==> src/rtl/rxca_pkg.sv <==
package rxca_pkg;

    typedef enum logic [1:0] {
        ST_IDLE  = 2'd0,
        ST_BODY  = 2'd1,
        ST_CS_LO = 2'd2,
        ST_CS_HI = 2'd3
    } rxca_state_e;

    // 16-bit ones-complement addition with end-around carry
    function automatic logic [15:0] ones_add16(input logic [15:0] a, input logic [15:0] b);
        logic [16:0] t;
        t = {1'b0, a} + {1'b0, b};
        return t[15:0] + {15'd0, t[16]};
    endfunction

endpackage

==> src/rtl/rxca_tail_delay.sv <==
// Holds the most recent DEPTH accepted bytes; dout is the byte DEPTH positions back.
module rxca_tail_delay #(
    parameter int DEPTH = 4,
    parameter int W     = 8
) (
    input  logic         clk,
    input  logic         rst_n,
    input  logic         shift,
    input  logic [W-1:0] din,
    output logic [W-1:0] dout
);
    logic [W-1:0] stage [DEPTH];

    for (genvar g = 0; g < DEPTH; g++) begin : g_stage
        always_ff @(posedge clk) begin
            if (!rst_n) begin
                stage[g] <= '0;
            end else if (shift) begin
                if (g == 0) begin
                    stage[g] <= din;
                end else begin
                    stage[g] <= stage[g-1];
                end
            end
        end
    end

    assign dout = stage[DEPTH-1];

endmodule

==> src/rtl/rxca_csum_acc.sv <==
// Running 16-bit ones-complement sum, one byte per add, placed in the low or high half.
module rxca_csum_acc (
    input  logic        clk,
    input  logic        rst_n,
    input  logic        clear,
    input  logic        add_en,
    input  logic        add_hi,
    input  logic [7:0]  byte_in,
    output logic [15:0] sum
);
    import rxca_pkg::*;

    logic [15:0] word;

    always_comb begin
        word = add_hi ? {byte_in, 8'h00} : {8'h00, byte_in};
    end

    always_ff @(posedge clk) begin
        if (!rst_n || clear) begin
            sum <= '0;
        end else if (add_en) begin
            sum <= ones_add16(sum, word);
        end
    end

    AST_CLEAR_ZEROES: assert property (@(posedge clk) disable iff (!rst_n)
        clear |=> (sum == 16'h0000));

endmodule

==> src/rtl/rx_csum_appender.sv <==
module rx_csum_appender #(
    parameter int LEN_W     = 16,
    parameter int HDR_BYTES = 14,
    parameter int FCS_BYTES = 4
) (
    input  logic             clk,
    input  logic             rst_n,
    input  logic             cfg_en,
    input  logic             cfg_mode,
    input  logic             in_valid,
    output logic             in_ready,
    input  logic [7:0]       in_data,
    input  logic             in_last,
    output logic             out_valid,
    output logic [7:0]       out_data,
    output logic             out_last,
    output logic             len_valid,
    output logic [LEN_W-1:0] out_len
);
    import rxca_pkg::*;

    localparam int SUM_START = HDR_BYTES + FCS_BYTES;

    rxca_state_e state, state_nx;
    logic             en_q, mode_q;
    logic [LEN_W-1:0] cnt;

    logic             accept, first, eff_en;
    logic [LEN_W-1:0] idx, rel;
    logic             add_en, add_hi;
    logic [7:0]       delayed;
    logic [15:0]      sum, csum_fin;

    assign in_ready = (state == ST_IDLE) || (state == ST_BODY);
    assign accept   = in_valid && in_ready;
    assign first    = accept && (state == ST_IDLE);
    assign eff_en   = first ? cfg_en : en_q;
    assign idx      = first ? '0 : cnt;
    assign rel      = idx - LEN_W'(SUM_START);
    assign add_en   = accept && (idx >= LEN_W'(SUM_START));
    assign add_hi   = rel[0];
    assign csum_fin = mode_q ? ~sum : sum;

    rxca_tail_delay #(.DEPTH(FCS_BYTES), .W(8)) u_tail (
        .clk   (clk),
        .rst_n (rst_n),
        .shift (accept),
        .din   (in_data),
        .dout  (delayed)
    );

    rxca_csum_acc u_acc (
        .clk     (clk),
        .rst_n   (rst_n),
        .clear   (first),
        .add_en  (add_en),
        .add_hi  (add_hi),
        .byte_in (delayed),
        .sum     (sum)
    );

    // next-state logic
    always_comb begin
        state_nx = state;
        unique case (state)
            ST_IDLE, ST_BODY: begin
                if (accept) begin
                    if (in_last) begin
                        state_nx = eff_en ? ST_CS_LO : ST_IDLE;
                    end else begin
                        state_nx = ST_BODY;
                    end
                end
            end
            ST_CS_LO: state_nx = ST_CS_HI;
            ST_CS_HI: state_nx = ST_IDLE;
            default:  state_nx = ST_IDLE;
        endcase
    end

    // state register and frame context
    always_ff @(posedge clk) begin
        if (!rst_n) begin
            state  <= ST_IDLE;
            en_q   <= 1'b0;
            mode_q <= 1'b0;
            cnt    <= '0;
        end else begin
            state <= state_nx;
            if (first) begin
                en_q   <= cfg_en;
                mode_q <= cfg_mode;
            end
            if (accept) begin
                cnt <= idx + 1'b1;
            end
        end
    end

    // registered outputs
    always_ff @(posedge clk) begin
        if (!rst_n) begin
            out_valid <= 1'b0;
            out_data  <= '0;
            out_last  <= 1'b0;
            len_valid <= 1'b0;
            out_len   <= '0;
        end else begin
            out_valid <= 1'b0;
            out_last  <= 1'b0;
            len_valid <= 1'b0;
            unique case (state)
                ST_IDLE, ST_BODY: begin
                    if (accept) begin
                        out_valid <= 1'b1;
                        out_data  <= in_data;
                        if (in_last && !eff_en) begin
                            out_last  <= 1'b1;
                            len_valid <= 1'b1;
                            out_len   <= idx + 1'b1;
                        end
                    end
                end
                ST_CS_LO: begin
                    out_valid <= 1'b1;
                    out_data  <= csum_fin[7:0];
                end
                ST_CS_HI: begin
                    out_valid <= 1'b1;
                    out_data  <= csum_fin[15:8];
                    out_last  <= 1'b1;
                    len_valid <= 1'b1;
                    out_len   <= cnt + LEN_W'(2);
                end
                default: ;
            endcase
        end
    end

    AST_HOLD_TWO: assert property (@(posedge clk) disable iff (!rst_n)
        (accept && in_last && eff_en) |=> !in_ready ##1 !in_ready ##1 in_ready);
    AST_APPEND_BEATS: assert property (@(posedge clk) disable iff (!rst_n)
        (accept && in_last && eff_en) |=> (out_valid && !out_last) ##1 (out_valid && !out_last)
                                          ##1 (out_valid && out_last));
    AST_LEN_WITH_LAST: assert property (@(posedge clk) disable iff (!rst_n)
        len_valid |-> (out_last && out_valid));
    AST_BYPASS_COPY: assert property (@(posedge clk) disable iff (!rst_n)
        (accept && !eff_en) |=> (out_valid && out_data == $past(in_data)
                                 && out_last == $past(in_last)));
    AST_CFG_HELD: assert property (@(posedge clk) disable iff (!rst_n)
        (state != ST_IDLE) |=> ($stable(en_q) && $stable(mode_q)));

endmodule

==> config.mk <==
export PLATFORM = sky130hd
export DESIGN_NAME = rx_csum_appender
export DESIGN_NICKNAME = d
export VERILOG_FILES = /design/src/rtl/rxca_pkg.sv /design/src/rtl/rxca_tail_delay.sv /design/src/rtl/rxca_csum_acc.sv /design/src/rtl/rx_csum_appender.sv
export SDC_FILE = /design/constraint.sdc
export NUM_CORES = 1
export LEC_CHECK = 0
export BUFFER_PORTS_ARGS = -buffer_cell sky130_fd_sc_hd__buf_2
export CELL_PAD_IN_SITES_DETAIL_PLACEMENT = 1
export CELL_PAD_IN_SITES_GLOBAL_PLACEMENT = 1
export CORE_MARGIN = 2
export CORE_UTILIZATION = 30
export DETAILED_ROUTE_END_ITERATION = 10
export GPL_TIMING_DRIVEN = 0
export PLACE_DENSITY = 0.51
export SETUP_SLACK_MARGIN = 0.1
export SKIP_CTS_REPAIR_TIMING = 1
export SYNTH_ARGS = -nofsm -noshare
export SYNTH_HDL_FRONTEND = slang
export SYNTH_SLANG_ARGS = --single-unit
==> constraint.sdc <==
create_clock -name clk -period 6.66 [get_ports clk]
set_clock_uncertainty 0.15 [all_clocks]
set_input_delay 0.999 -clock clk [delete_from_list [all_inputs] [get_ports clk]]
set_output_delay 0.999 -clock clk [all_outputs]
set_load 0.03 [all_outputs]
==> results of run 1 <==
## layout by cell type, fill, tap and decap left out, types with 4 or more instances in the layout
cell and count:
nand2_1 68, dfxtp_1 62, and3_1 50, buf_2 48, nor2_1 46, clkbuf_1 35
edfxtp_1 32, a21oi_1 26, mux2i_1 26, o21ai_0 23, xnor2_1 21, ha_1 21
nand3_1 20, and2_1 17, xor2_1 16, a21boi_0 13, a211oi_1 11, nor3_1 10
o211a_1 9, clkbuf_16 9, a21o_1 8, nor2b_1 8, inv_1 7, nand4_1 6
o21a_1 6, nor3b_1 5, a221oi_1 5, a31oi_1 5, o311ai_0 5, o211ai_1 4
buf_1 4, nor4_1 4, or3_1 4, a22oi_1 4, inv_8 4
## power by group through the flow
stage                     Clock [uW]  Combinational [uW]  Sequential (uW)
after detailed placement           0                 164              640
after global placement             0                 162              640
after CTS                        546                 165              627
after global routing             567                 181              629
after floorplan                    0                95.9              647
final                            534                 165              627
## cell families (layout without fill, tap and decap cells)
group | count (synthesis) | in the layout
AND/OR/NAND/NOR | 264 | 264
multiplexers | 26 | 26
adder cells (fa/ha/maj) | 22 | 22
flip-flops | 94 | 94
buffers and inverters | 60 | 118
AO/OA/AOI/OAI | 150 | 150
XOR/XNOR | 38 | 38
other | 0 | 1
## layer usage
metal  routed length [microns]  part of all wire [%]  up-vias
met4                       198                   1.0        0
met3                       551                   2.9       15
met5                         0                     0        -
li1                          -                     -     2490
met2                      8605                    45       77
met1                      9835                    51     2526
## worst register-to-register path, cell delays in order (launching register included)
cell and delay [ps]:
dfxtp_1 300, buf_2 150, or3b_2 510, nand2_1 130
clkbuf_1 400, and2_1 210, ha_1 270, fa_1 290
a211oi_2 130, o21ai_1 280, a31o_2 260, a21oi_1 80
o21bai_1 200, a21o_1 160, a21o_1 130, ha_1 180
and3_1 190, nor3b_1 340, nand4b_2 220, nor3_2 260
nor2b_2 230, a311oi_1 110, nor4_1 290
## worst paths after layout
check	startpoint	to	slack (ps)	cells after the start
setup / recovery	in_valid	u_acc.sum[15]	780	22
hold reg to reg	out_len[15]	out_len[15]	310	2
hold / removal	out_len[15]	out_len[15]	310	2
setup reg to reg	state[0]	u_acc.sum[15]	1080	22
## cell type report
type / count / area [sq um]
antenna: 1 / 2.502
buffer: 53 / 256.5
clock buffer: 9 / 225.2
clock inverter: 7 / 70.07
fill: 2262 / 12590
inverter: 7 / 26.28
multi-input combinational: 500 / 3397
sequential: 94 / 2202
tap: 265 / 331.6
timing repair buffer: 42 / 232.7
## flip-flops by register name, indices dropped and copies added (netlist names)
name and cells:
state 2, out_len 16, out_data 8, en_q 1
cnt 16, u_acc.sum 16, mode_q 1, u_tail.stage 32
len_valid 1, out_valid 1
## per-stage QoR
stage	cell area, sq um	total power (uW)
after floorplan	5882	742.9
after global placement	6419	801.6
after detailed placement	6419	804.4
after CTS	6714	1338
after global routing	6741	1377
final	6744	1326
==> run metrics, run 1 <==
status=completed; routed vias/inst=about 5.2; top cells by count, synth=nand2_1 (68), dfxtp_1 (62), and3_1 (50); CORE AREA=between 15,000 and 20,000 sq um; Mean Syn Cell Area=roughly 9.0 sq um; non-filler cells in the finished layout=a little under 1,000; Die Ht=approximately 140 microns; Synth area leaders=dfxtp_1 (21%), edfxtp_1 (16%), and3_1 (5.3%); Detail Placement HPWL=~14,000 microns; Inst Count DP=960; CP startpoint kind=primary input; RePlAce Congestion=between 0.8 and 0.9; clock network power share=about two fifths; CP delay by family, top=simple AND/OR/NAND/NOR gates; Yosys cell types=80; Routed WL=about 19,000 microns; Nets=about 740; number of max-cap violations=0; All-Layer GR Usage=between 10% and 20%; total congestion overflow=0; M3 GR Usage=roughly 2.3%; crit path max fanout=10; worst path cell trace=buf_2 -> or3b_2 -> nand2_1 -> clkbuf_1 -> and2_1 -> ha_1 -> fa_1 -> a211oi_2 -> o21ai_1 -> a31o_2 -> a21oi_1 -> o21bai_1 -> a21o_1 -> a21o_1 -> ha_1 -> and3_1 -> nor3b_1 -> nand4b_2 -> nor3_2 -> nor2b_2 -> a311oi_1 -> nor4_1; Net Sw Frac=between 20 and 30%; remaining antenna violation count=0; Psw=~390 uW; Flop pwr share=47.3%; Rows=approximately 50; vias in the first global route=roughly 5,300; post-synthesis sequential area ratio=37.44%; worst slew pin tran=a little over 900 ps; Area Overhead vs Synth=14.66%; Internal=around 940 uW; Synth top area share=a little over a fifth; combinational share of power=about an eighth; PnR worst setup slack=781.2 ps; post-synthesis instance total=approximately 650; Compound-Gate Fraction of Synth Area=a little under a fifth; clock root buffer=clkbuf_16; main combinational cell family by area after synthesis=simple AND/OR/NAND/NOR gates; final setup violation count=0; Pins Over Slew Limit=0; Synth Flop Type=dfxtp_1; first-pass detailed-route iteration total=4; Synth Area in Adders=around 4.8%; Hold Crit Class=flop to flop; final hold vios=0; Simple-Gate Fraction of Synth Area=between 20% and 30%; Starting DRT DRC Count=between 200 and 250; Starting Density=30.42%; RSZ-0062 raised after global routing=false; H-Tree Depth=3; setup TNS=0 ps; met2 Track Usage GR=30.30%; Clock Latency Late Sink=~360 ps; DRC violations left=0; CTS max path bufs=2; met1 Usage GRT=27.66%; most used routing layer=met2; port bufs=roughly 40; Via Count=5,108; Critical Path Sink Type=flop; dpl ws=around 420 ps; I/O pin count=42; multiplexer area fraction after synthesis=around 4.4%; max_slew headroom=just under 40%; pwr/cell area=196.5 nW/um^2; Leak=between 0.002 and 0.003 uW; post-synth net total=690; DR WL/cell=19.62 microns; Final Util=34.88%; initial antenna violation count=0; Clock transition at path regs=about 80 ps; Synth Cell Area=a little under 6000 sq um; number of synthesis warnings=0; Critical Path RT=6770 ps; total CTS buffers=9; Crit-path slowest cell=or3b_2; first-pass GRT wire length=~30,000 microns; final hold slack=a little over 300 ps; xor and xnor area share after synthesis=5.786%; cell with the most instances after synthesis=nand2_1; Worst Path Buf+Inv=2; share of layout cells above drive strength 1=13.76%; Post-synth EDFFs=32; Async S/R FF share, synth=0%; min Tclk post-route=just under 6000 ps; # clock sinks=94; Peak Freq=~170 MHz; CP peak stage delay=around 500 ps; largest net degree at the start of global routing=33; crit path kind=primary input to flop; CTS tree=built; Synth Register Bits=94; Die Area=20,740 sq um; ratio of final minimum period to clock period=88.27%; Worst EP arrival=around 6000 ps; area leader, netlist=dfxtp_1; Die Width=144.0 microns; Max VDD drop=116.9 uV
Note: power is estimated with default switching activity, not from simulation.
==> run 2: changes to the inputs <==
--- a/config.mk
+++ b/config.mk
@@ -8,6 +8,7 @@
 export BUFFER_PORTS_ARGS = -buffer_cell sky130_fd_sc_hd__buf_2
 export CELL_PAD_IN_SITES_DETAIL_PLACEMENT = 1
 export CELL_PAD_IN_SITES_GLOBAL_PLACEMENT = 1
+export CORE_ASPECT_RATIO = 1.25
 export CORE_MARGIN = 2
 export CORE_UTILIZATION = 30
 export DETAILED_ROUTE_END_ITERATION = 10
==> constraint.sdc (replaced) <==
create_clock -name clk -period 5.9 [get_ports clk]
set_clock_uncertainty 0.15 [all_clocks]
set_input_delay 0.885 -clock clk [delete_from_list [all_inputs] [get_ports clk]]
set_output_delay 0.885 -clock clk [all_outputs]
set_load 0.03 [all_outputs]
==> run 2 against run 1 <==
Against the previous run:
- die area barely moved
- flip-flop and latch count did not move
- clock power rose by 13%
- critical path type unchanged
- largest power group unchanged
==> run metrics, run 2 (same netlist as run 1, synthesis figures left out) <==
status=completed (unchanged); Nets=742 (was 743); FILL cells=2,248 (was 2,262); clock root buffer=clkbuf_16 (unchanged); Tot Pwr=1493 uW (was 1326 uW); Routed WL=19,860 microns (was 19,190 microns); pwr/cell area=221.1 nW/um^2 (was 196.5 nW/um^2); first-pass GRT wire length=30,980 microns (was 30,020 microns); Post-DP Area=6419 sq um (unchanged); register with the most flip-flops=u_tail.stage (unchanged); Starting Density=30.43% (was 30.42%); final setup violation count=0 (unchanged); CTS max path bufs=2 (unchanged); final hold slack=313.0 ps (was 311.9 ps); Largest register FFs=32 (unchanged); routed vias/inst=5.246 (was 5.223); crit path max fanout=10 (unchanged); share of layout cells above drive strength 1=14.35% (was 13.76%); # clock sinks=94 (unchanged); Pins Over Slew Limit=0 (unchanged); H-Tree Depth=3 (unchanged); Ant. Diodes=0 (was 1); initial antenna violation count=0 (unchanged); Max VDD drop=125.3 uV (was 116.9 uV); Detail Placement HPWL=15,180 microns (was 14,190 microns); Via Count=5,120 (was 5,108); Starting DRT DRC Count=229 (was 219); setup TNS=0 ps (unchanged); vias in the first global route=5,513 (was 5,254); largest net degree at the start of global routing=33 (unchanged); design area=6755 sq um (was 6744 sq um); RSZ-0062 raised after global routing=false (unchanged); Critical Path Sink Type=flop (unchanged); worst slew pin tran=895.8 ps (was 915.6 ps); Critical Path RT=5990 ps (was 6770 ps); Worst EP arrival=5430 ps (was 5990 ps); min Tclk post-route=approximately 5300 ps; I/O pin count=42 (unchanged); Die Ht=160.6 microns (was 144.0 microns); CTS tree=built (unchanged); total CTS buffers=9 (unchanged); total congestion overflow=0 (unchanged); Leak=0.002822 uW (was 0.002808 uW); CP startpoint kind=primary input (unchanged); Clock Latency Late Sink=360 ps (about the same); flop2flop setup slack=750 ps (was 1080 ps); final hold vios=0 (unchanged); Clock transition at path regs=80 ps (about the same); CORE AREA=19,330 sq um (about the same); Crit Reg-Reg Startpoint=state[0] (unchanged); Die Width=129.2 microns (was 144.0 microns); RePlAce Congestion=0.8326 (was 0.8712); r2r endpoint=u_acc.sum[15] (unchanged); crit path kind=primary input to flop (unchanged); remaining antenna violation count=0 (unchanged); Hold Crit Class=flop to flop (unchanged); Rows=57 (was 51); ratio of final minimum period to clock period=between 90% and 100%; most frequent cells in the layout=nand2_1 (67), dfxtp_1 (62), and3_1 (50) (was nand2_1 (68), dfxtp_1 (62), and3_1 (50)); number of max-cap violations=0 (unchanged); DR WL/cell=20.35 microns (was 19.62 microns); port bufs=41 (unchanged); All-Layer GR Usage=19.59% (was 19.11%); commonest non-fill, non-tap cell in the layout=nand2_1 (unchanged); crit path capture=u_acc.sum[15] (unchanged); max_slew headroom=39.82% (was 38.73%); Area Overhead vs Synth=14.85% (was 14.66%); DRC violations left=0 (unchanged); R2R depth=21 (was 22); Critical Path Start=in_valid (unchanged); Peak Freq=~190 MHz; Die Area=20,750 sq um (was 20,740 sq um); first-pass detailed-route iteration total=4 (unchanged)
==> run 2: how the worst min path moves through the flow <==
stage / cells after the start / slack (ps) / from / endpoint
3_3_place_gp: 2 / 290 / out_len[15] / out_len[15]
6_report: 2 / 310 / out_len[12] / out_len[12]
3_5_place_dp: 2 / 300 / out_len[15] / out_len[15]
2_1_floorplan: 2 / 330 / u_acc.sum[7] / u_acc.sum[7]
5_1_grt: 2 / 340 / out_len[12] / out_len[12]
4_1_cts: 2 / 320 / out_len[12] / out_len[12]
==> run 2: where the power goes <==
part	leakage (uW)	total, uW	internal (uW)	switching, uW
combinational	0.00182	182	59.8	122
clock	0.000146	603	302	302
sequential	0.000856	708	695	12.9
total	0.00282	1490	1060	437
==> run 2: metal layers <==
| layer | share of wire (%) | vias up | wire length (microns) | GRT usage, % |
|---|---|---|---|---|
| met5 | 0 | - | 0 | 0 |
| met4 | 1.5 | 0 | 306 | 5.484 |
| met3 | 1.3 | 20 | 251 | 2.498 |
| met2 | 56 | 45 | 11140 | 37.66 |
| met1 | 41 | 2569 | 8170 | 22.15 |
| li1 | - | 2486 | - | - |
==> run 2: cell type report <==
cell class	instances	area [sq um]	share of cell area, %
Inverter	7	26.28	0.3890
Multi-Input combinational cell	500	3427	50.73
Timing Repair Buffer	41	205.2	3.038
Clock inverter	7	80.08	1.185
Clock buffer	9	225.2	3.334
Buffer	53	257.7	3.816
Tap cell	265	331.6	4.908
Sequential cell	94	2202	32.60
==> run 2: critical path, cell delays in order <==
cell and delay [ps]:
buf_2 140, or3b_2 480, nand2_1 110, clkbuf_2 240
and2_1 190, ha_1 320, a2111oi_1 540, o21ai_2 140
a31o_2 260, a21oi_1 150, o21bai_1 110, a21o_1 200
a21o_1 210, ha_1 220, and3_1 180, nor3b_2 180
nand4b_2 170, nor3_4 70, nor2b_2 200, a311oi_1 330
nor4_1 100
==> run 2: metrics by stage <==
stage          setup slack (ps)  util (%)  std cells
3_5_place_dp             -160.5     33.21        960
3_3_place_gp             -115.0     33.21        960
5_1_grt                   115.6     34.95        976
2_1_floorplan             972.5         -        654
4_1_cts                   190.5     34.79        976
6_report                  560.9     34.95        976
==> run 3: changes to the inputs <==
--- a/config.mk
+++ b/config.mk
@@ -10,10 +10,10 @@
 export CELL_PAD_IN_SITES_GLOBAL_PLACEMENT = 1
 export CORE_ASPECT_RATIO = 1.25
 export CORE_MARGIN = 2
-export CORE_UTILIZATION = 30
+export CORE_UTILIZATION = 38
 export DETAILED_ROUTE_END_ITERATION = 10
 export GPL_TIMING_DRIVEN = 0
-export PLACE_DENSITY = 0.51
+export PLACE_DENSITY = 0.63
 export SETUP_SLACK_MARGIN = 0.1
 export SKIP_CTS_REPAIR_TIMING = 1
 export SYNTH_ARGS = -nofsm -noshare
==> run 3 against run 2 <==
Against the previous run:
- sequential share of layout area grew 0.42 points
- first-iteration DRC count grew 38%
- die area shrank 20%
- core utilization grew 9.3 points
- global-route usage grew 4.1 points
- clock power is essentially flat
- cell count shrank 5.8%
==> run metrics, run 3 (same netlist as run 1, synthesis figures left out) <==
status=completed (unchanged); ratio of final minimum period to clock period=91.60% (was 90.49%); total CTS buffers=9 (unchanged); Largest register FFs=32 (unchanged); Net Sw Frac=29.31% (was 29.25%); clock network power share=40.5% (was 40.4%); Crit-path slowest cell=or3b_2 (was a2111oi_1); Inst Count DP=903 (was 960); register with the most flip-flops=u_tail.stage (unchanged); Die Ht=143.1 microns (was 160.6 microns); min Tclk post-route=5404 ps (was 5339 ps); worst slew pin tran=840.3 ps (was 895.8 ps); RePlAce Congestion=0.8737 (was 0.8326); DR WL/cell=20.36 microns (was 20.35 microns); I/O pin count=42 (unchanged); Psw=438.1 uW (was 436.9 uW); port bufs=41 (unchanged); CTS tree=built (unchanged); non-filler cells in the finished layout=919 (was 976); Via Count=5,160 (was 5,120); DRC violations left=0 (unchanged); worst path cell trace=buf_2 -> or3b_2 -> nand2_1 -> clkbuf_2 -> and2_1 -> ha_1 -> fa_1 -> a211oi_2 -> o21ai_1 -> a31o_2 -> a21oi_1 -> o21bai_1 -> a21o_1 -> a21o_1 -> ha_1 -> ha_1 -> and2_1 -> nand4_2 -> nor4_4 -> nor3b_2 -> xnor2_1 -> a211oi_2 (was buf_2 -> or3b_2 -> nand2_1 -> clkbuf_2 -> and2_1 -> ha_1 -> a2111oi_1 -> o21ai_2 -> a31o_2 -> a21oi_1 -> o21bai_1 -> a21o_1 -> a21o_1 -> ha_1 -> and3_1 -> nor3b_2 -> nand4b_2 -> nor3_4 -> nor2b_2 -> a311oi_1 -> nor4_1); Clock Latency Late Sink=360 ps (about the same); All-Layer GR Usage=23.68% (was 19.59%); remaining antenna violation count=0 (unchanged); Peak Freq=185.0 MHz (was 187.3 MHz); routed vias/inst=5.615 (was 5.246); CORE AREA=15,080 sq um (was 19,330 sq um); Area Overhead vs Synth=13.40% (was 14.85%); CP startpoint kind=primary input (unchanged); Pins Over Slew Limit=0 (unchanged); total congestion overflow=0 (unchanged); final hold vios=0 (unchanged); Critical Path RT=6030 ps (was 5990 ps); first-pass GRT wire length=29,680 microns (was 30,980 microns); Starting Density=39.01% (was 30.43%); Worst EP arrival=5530 ps (was 5430 ps); first-pass detailed-route iteration total=4 (unchanged); commonest non-fill, non-tap cell in the layout=nand2_1 (unchanged); CP peak stage delay=490 ps (was 540 ps); Die Width=115.3 microns (was 129.2 microns); worst hold start=out_len[15] (was out_len[12]); crit path kind=primary input to flop (unchanged); Max VDD drop=151.2 uV (was 125.3 uV); combinational share of power=12.1% (was 12.2%); Internal=1057 uW (about the same); initial antenna violation count=0 (unchanged); Detail Placement HPWL=14,090 microns (was 15,180 microns); H-Tree Depth=3 (unchanged); design area=6670 sq um (was 6755 sq um); Post-DP Area=6347 sq um (was 6419 sq um); # clock sinks=94 (unchanged); share of layout cells above drive strength 1=14.06% (was 14.35%); crit path max fanout=10 (unchanged); Leak=0.002810 uW (was 0.002822 uW); largest net degree at the start of global routing=33 (unchanged); Nets=742 (unchanged); vias in the first global route=5,349 (was 5,513); clock root buffer=clkbuf_16 (unchanged); Routed WL=18,710 microns (was 19,860 microns); Rows=50 (was 57); FILL cells=1,780 (was 2,248); pwr/cell area=224.1 nW/um^2 (was 221.1 nW/um^2); number of max-cap violations=0 (unchanged); most frequent cells in the layout=nand2_1 (67), dfxtp_1 (62), and3_1 (50) (unchanged); Die Area=16,500 sq um (was 20,750 sq um); Starting DRT DRC Count=315 (was 229); RSZ-0062 raised after global routing=false (unchanged); Crit Reg-Reg Startpoint=state[0] (unchanged); Flop pwr share=47.4% (about the same); final setup violation count=0 (unchanged); Hold Crit Class=flop to flop (unchanged); Ant. Diodes=0 (unchanged); Clock transition at path regs=80 ps (about the same); crit-path most repeated cell=ha_1; max_slew headroom=43.55% (was 39.82%); Critical Path Start=in_valid (unchanged); Critical Path Sink Type=flop (unchanged); CTS max path bufs=2 (unchanged)
[run 3: cell count changes in the layout (fill, tap and decap cells not counted)]
cell       before  now
o21ai_2         1    0
nor3_2          1    2
a2111oi_1       1    0
o21ai_1         2    3
ha_2            1    0
nor3_4          1    0
ha_1           20   21
a2111oi_0       0    1
[run 3: routing by layer]
layer,vias up,wire (microns),track usage (%)
met5,-,0,0
met4,0,523,9.131
met3,27,619,3.735
met2,81,9994,42.85
met1,2565,7574,27.75
li1,2487,-,-
[run 3: worst paths after layout]
path	endpoint	slack, ps	cells past startpoint
worst max register to register	u_acc.sum[14]	680	22
worst max-delay path	u_acc.sum[14]	500	22
worst min-delay path	out_len[15]	300	2
worst min register to register	out_len[15]	300	2
[run 3: power groups by stage]
stage | combinational (uW) | clock, uW | sequential (uW)
4_1_cts | 182 | 618 | 709
6_report | 181 | 605 | 708
5_1_grt | 198 | 643 | 711
2_1_floorplan | 108 | 0 | 730
3_3_place_gp | 176 | 0 | 723
3_5_place_dp | 180 | 0 | 724
[run 3: worst max-delay path: cells and delay by family]
family                   cells  cell delay (ps)
AND/OR/NAND/NOR              7             1810
AO/OA/AOI/OAI                8             1460
XOR/XNOR                     1              110
buffers and inverters        2              380
adder cells (fa/ha/maj)      4              870
[run 3: through the flow]
| step | utilization [%] | setup TNS (ps) | power, uW | setup WS, ps | hold slack (ps) |
|---|---|---|---|---|---|
| 4_1_cts | 44.12 | 0 | 1508 | 206.8 | 310.5 |
| 3_3_place_gp | 42.10 | -18.51 | 898.9 | -18.51 | 291.3 |
| 6_report | 44.24 | 0 | 1495 | 495.6 | 302.5 |
| 5_1_grt | 44.24 | 0 | 1552 | 133.6 | 349.9 |
| 3_5_place_dp | 42.10 | -455.7 | 904.1 | -139.8 | 296.5 |
| 2_1_floorplan | - | 0 | 838.6 | 972.5 | 332.4 |
[run 3: final cells by class]
type / instances / area, sq um / area share [%]
Clock inverter: 7 / 80.08 / 1.201
Clock buffer: 9 / 225.2 / 3.376
Tap cell: 208 / 260.3 / 3.902
Buffer: 53 / 257.7 / 3.864
Timing Repair Buffer: 41 / 205.2 / 3.076
Inverter: 7 / 26.28 / 0.3939
Multi-Input combinational cell: 500 / 3413 / 51.17
Sequential cell: 94 / 2202 / 33.01
